--- src/rtl/owbus_reset_ctl.sv ---
module owbus_reset_ctl #(
  parameter int RSTL_CYC = 4800,
  parameter int MSP_CYC  = 700,
  parameter int SI_CYC   = 80
) (
  input  logic       clk,
  input  logic       rst_n,
  input  logic       cmd_valid,
  input  logic [7:0] cmd_code,
  output logic       cmd_accept,
  input  logic       line_in,
  output logic       bus_pull_low,
  output logic       busy,
  output logic       presence,
  output logic       short_det,
  output logic       dev_reset
);
  localparam logic [7:0] CODE_MRST = 8'hF0;
  localparam logic [7:0] CODE_BRST = 8'hB4;
  localparam int CW = $clog2(2 * RSTL_CYC + 1);
  localparam logic [CW-1:0] END_LOW = CW'(RSTL_CYC);
  localparam logic [CW-1:0] AT_SD   = CW'(RSTL_CYC + SI_CYC);
  localparam logic [CW-1:0] AT_PD   = CW'(RSTL_CYC + MSP_CYC);
  localparam logic [CW-1:0] AT_LAST = CW'(2 * RSTL_CYC - 1);

  logic [CW-1:0] cnt;
  logic go_mrst, go_brst;

  assign go_mrst      = cmd_valid && cmd_code == CODE_MRST;
  assign go_brst      = cmd_valid && cmd_code == CODE_BRST && !busy;
  assign cmd_accept   = go_mrst || go_brst;
  assign bus_pull_low = busy && cnt < END_LOW;

  always_ff @(posedge clk or negedge rst_n) begin
    if (!rst_n) begin
      busy      <= 1'b0;
      cnt       <= '0;
      presence  <= 1'b0;
      short_det <= 1'b0;
      dev_reset <= 1'b1;
    end else if (go_mrst) begin
      busy      <= 1'b0;
      cnt       <= '0;
      presence  <= 1'b0;
      short_det <= 1'b0;
      dev_reset <= 1'b1;
    end else if (go_brst) begin
      busy      <= 1'b1;
      cnt       <= '0;
      presence  <= 1'b0;
      short_det <= 1'b0;
      dev_reset <= 1'b0;
    end else if (busy) begin
      cnt <= cnt + 1'b1;
      if (cnt == AT_SD)   short_det <= ~line_in;
      if (cnt == AT_PD)   presence  <= ~line_in;
      if (cnt == AT_LAST) busy      <= 1'b0;
    end
  end
endmodule


--- config.mk ---
export PLATFORM = sky130hd
export DESIGN_NAME = owbus_reset_ctl
export DESIGN_NICKNAME = d
export VERILOG_FILES = /design/src/rtl/owbus_reset_ctl.sv
export SDC_FILE = /design/constraint.sdc
export NUM_CORES = 1
export LEC_CHECK = 0
export BUFFER_PORTS_ARGS = -buffer_cell sky130_fd_sc_hd__buf_2
export CAP_MARGIN = 10
export CORE_ASPECT_RATIO = 1.25
export CORE_MARGIN = 5
export CORE_UTILIZATION = 54
export CTS_BUF_LIST = sky130_fd_sc_hd__clkbuf_16
export DETAILED_ROUTE_END_ITERATION = 8
export PLACE_DENSITY = 0.88
export RECOVER_POWER = 50
export SYNTH_ARGS = -nofsm -noshare
export SYNTH_HDL_FRONTEND = slang
export SYNTH_SLANG_ARGS = --single-unit
--- constraint.sdc ---
create_clock -name clk -period 1.4 [get_ports clk]
set_input_delay 0.28 -clock clk [delete_from_list [all_inputs] [get_ports clk]]
set_output_delay 0.28 -clock clk [all_outputs]
set_load 0.02 [all_outputs]
* After elaboration in Yosys (flattened, before gate mapping) *
Index checks and enable logic that the tools add are counted.

word-level totals
  word-level logic and storage cells = 42
  register bits = 18
  bits of input ports = 12
  output and inout port bits = 6

cells by class
  muxes and demuxes = 17
  $lt $le $gt $ge = 1
  add/subtract/negate cells = 1
  equal/unequal tests = 5
  bitwise operators = 1
  reduce and logical (&&, ||, !) cells = 12

operators with widths
  cell                     count
  $mux W14                 3
  $eq A14 B13 Y1 const B   2
  $eq A8 B8 Y1 const B     2
  $add A14 B1 Y14 const B  1
  $eq A14 B14 Y1 const B   1
  $lt A14 B13 Y1 const B   1
  $mux W1                  14
  $reduce_bool A3 Y1       3
  $logic_and A1 B1 Y1      4
  $reduce_and A2 Y1        2
  $reduce_bool A2 Y1       1
  $logic_not A1 Y1         1
  $logic_or A1 B1 Y1       1
  $not A1 Y1               1

* Logic depth before layout (Yosys ltp) *
  word-level depth = 5
  gate-level depth with buffers = 6
  gate-level depth less buffers = 6

* Worst setup path before layout *
OpenSTA, ideal clock, no wires.

  path kind = register to output
  start point = register cnt[7]
  end point = output port bus_pull_low
  buffers on the path = 1
  required time = 1.120 ns
  cell stages (with the launch flop) = 5
  path slack = -0.162 ns
  data arrival time = 1.282 ns
  cells stage by stage = dfrtp_1 clkbuf_2 a21o_1 a211o_1 a21oi_1

between the ends
  longest elaborated chain between the ends = 2

ends and longest elaborated chain
  element                 RTL line  text
  start, declared         26        logic [CW-1:0] cnt;
  start signal, assigned  54        cnt <= cnt + 1'b1;
  $lt A14 B13 Y1          32        assign bus_pull_low = busy && cnt < END_LOW;
  $logic_and A1 B1 Y1     32
  end, declared           12        output logic bus_pull_low,

No other way between the ends.

* Final worst setup path *
  start point = register cnt[6]
  end point = output port bus_pull_low

Same word-level chain as after synthesis.

==> flow_summary_export.csv <==
group,metric,value,unit
placed_design,port_buffers,17,
synth,synth_top_family_by_area,"simple AND/OR/NAND/NOR gates",
route,drt_iter0_markers,43,
synth,yosys_warnings,0,
timing,worstMarginPinSlew,0.456,ns
clock_network,cts_sinks,18,
pwr,p_total,2.93,mW
layout,area_growth,35.0,%
synth,synthMuxAreaShare,2.73,%
clock_network,cts_buffers,3,
pwr,ir_drop,1490,µV
grt,antenna_found_initial,0,
pwr,p_leak,0.657,nW
clock_network,clk_pin_slew_worst_paths,0.05,ns
synth,synth_compound_area_share,7.39,%
floorplanning,io_pins,18,
floorplanning,start_util,56.2,%
route,drc,0,
synth,synth_xor_area_share,9.55,%
floorplanning,dieArea,0.00305,mm²
route,drt_wl_total,2870,µm
route,dr.pass1.iters,4,
clock_network,cts_max_path_buffers,2,
route,vias_per_cell,6.30,
layout,drive_above_1_share,40.3,%
clock_network,clkLatencyLatePin,0.25,ns
grt,grt_max_degree,19,
synth,ys_types,37,
run,drv_cap,0,
grt,overflow,0,
worst_setup_path,cp.required,1.12,ns
floorplanning,fp.dieW,50.4,µm
layout,fin_util,75.9,%
synth,ys_seq_elements,18,
synth,synth_edf_count,0,
synth,syn_nets,128,
worst_setup_path,rr_worst_depth,7,
clock_network,cts_htree_levels,1,
grt,grt_pass1_vias,1061,
synth,synth_area,0.00110,mm²
worst_setup_path,worstSetupStartpointType,"flop",
clock_network,cts_root_buf,"clkbuf_16",
placed_design,place_ws,-0.0191,ns
route,ant_nets,0,
timing,finClkSkew,0.00216,ns
placed_design,place_area,0.00127,mm²
worst_hold_path,min_path_cells,2,
status,violations,"negative setup slack",
timing,setup_violations,7,
synth,yosysSeqAreaShare,41.0,%
floorplanning,chipHeight,60.5,µm
worst_setup_path,crit_fanout,2,
worst_setup_path,crit_arrival,1.36,ns
pwr,pwr_density_cell,1970,mW/mm²
timing,drv_slew,0,
route,dr_total_vias,1033,
worst_setup_path,end_kind,"output pin",
synth,synth_flop_cell,"dfrtp_1",
synth,yosys.area_share.simple,32.8,%
grt,track_usage,20.0,%
timing,min_period,1.64,ns
status,status,"finished with violations",
synth,synth_adder_area_share,2.27,%
timing,min_period_over_period,117,%
route,route.detailed.wl_per_inst,17.5,µm
synth,syn_avg_cell_area,9.66,µm²
placed_design,gp_congestion,0.930,
worst_setup_path,critical_path_class,"reg -> out",
worst_hold_path,min_path_type,"in -> reg",
synth,netlist_instances,114,
floorplanning,coreArea,0.00196,mm²
floorplanning,rows,18,
timing,timing.fmax,608,MHz
layout,finalInstanceArea,0.00149,mm²
timing,finalHoldViolations,0,
layout,diodes,0,
clock_network,cts_tree,"done",
grt,grt_pass1_wl,4630,µm
synth,synth_async_sr_flop_share,100,%
layout,nNetsFinal,159,
layout,fillers,124,
timing,layout_setup_ws,-0.244,ns
timing,slew_headroom,69.6,%
placed_design,dp_hpwl,1920,µm
timing,rsz0062_at_grt,"yes",
==> synthesized netlist by cell type, types with 2 or more instances <==
library cell | count | area share, %
nand2_1 | 6 | 2.0
nand3_1 | 3 | 1.4
nand2b_1 | 2 | 1.1
nor2_1 | 16 | 5.5
nor3_1 | 4 | 1.8
xnor2_1 | 8 | 6.4
nand4_1 | 8 | 4.5
nor4bb_1 | 2 | 1.8
mux2i_1 | 3 | 2.7
xor2_1 | 4 | 3.2
nand4bb_1 | 2 | 2.0
dfrtp_1 | 17 | 39
ha_1 | 2 | 2.3
a21oi_1 | 3 | 1.4
buf_2 | 3 | 1.4
nor2_2 | 3 | 1.7
nor2b_1 | 2 | 1.1
o221a_2 | 2 | 2.0
inv_1 | 6 | 2.0
==> sequential cells by signal, indices dropped and copies added, names as in the netlist <==
register and cells:
cnt 14, busy 1, dev_reset 1, presence 1, short_det 1
==> what timing repair did <==
action	CTS	global route
gates resized for setup	9	15
pin swaps	1	5
setup endpoints to repair	4	18
hold buffers	1	0
setup buffers	3	3
hold endpoints to repair	17	0
==> per-stage QoR <==
step	setup TNS (ns)	cells	hold slack (ns)
after detailed placement	-0.0196	155	0.228
final	-0.485	164	0.282
after floorplan	0	114	-0.0156
after global placement	0	155	0.223
after CTS	-0.282	163	0.277
after global routing	-1.03	164	0.291
==> cell type report <==
type                       count  area (µm²)  share of cell area (%)
multi-input combinational     85         691                    46.5
sequential                    18         454                    30.6
timing repair buffer          31         215                    14.5
clock buffer                   3        75.1                    5.05
tap                           20        25.0                    1.68
inverter                       6        22.5                    1.52
clock inverter                 1        3.75                   0.253
==> placed cells by master (no fill, tap or decap), types with 3 or more instances in the layout <==
cell       instances
nor2_1            14
nor3_2             3
clkbuf_16          3
xnor2_1            8
inv_1              6
mux2i_1            3
nand2_1            5
buf_6              4
buf_2             13
nor2_2             5
dfrtp_1           15
buf_4             12
nand4_1            8
xor2_1             4
==> kinds of logic after synthesis <==
family | Yosys count
flops | 18
compound gates | 11
fa+ha+maj | 2
simple gates | 57
buf+inv | 11
mux | 3
xor+xnor | 12
==> report_power, final <==
group	switching (mW)	internal (mW)	total (mW)
sequential	0.338	0.733	1.07
combinational	0.655	0.628	1.28
clock	0.193	0.380	0.573
total	1.19	1.74	2.93
==> critical path, stage by stage, from the launching register on <==
cell and delay (ns):
dfrtp_1 0.37, a21o_1 0.18, a211o_1 0.29, a21oi_4 0.14, buf_6 0.13
==> metal layers <==
layer / track usage (%) / wire length, µm
met5: 0 / 0
met4: 12.0 / 112
met3: 3.44 / 212
met2: 34.3 / 1480
met1: 23.2 / 1070
==> worst paths after layout <==
path,startpoint,slack (ns),to
max in group asynchronous,rst_n,0.55,dev_reset
hold / removal,cmd_code[2],0.28,dev_reset
min in group asynchronous,rst_n,0.51,cnt[13]
setup reg to reg,cnt[0],-0.09,short_det
hold reg to reg,dev_reset,0.50,dev_reset
setup / recovery,cnt[6],-0.24,bus_pull_low
(Power assumes the default switching activity.)
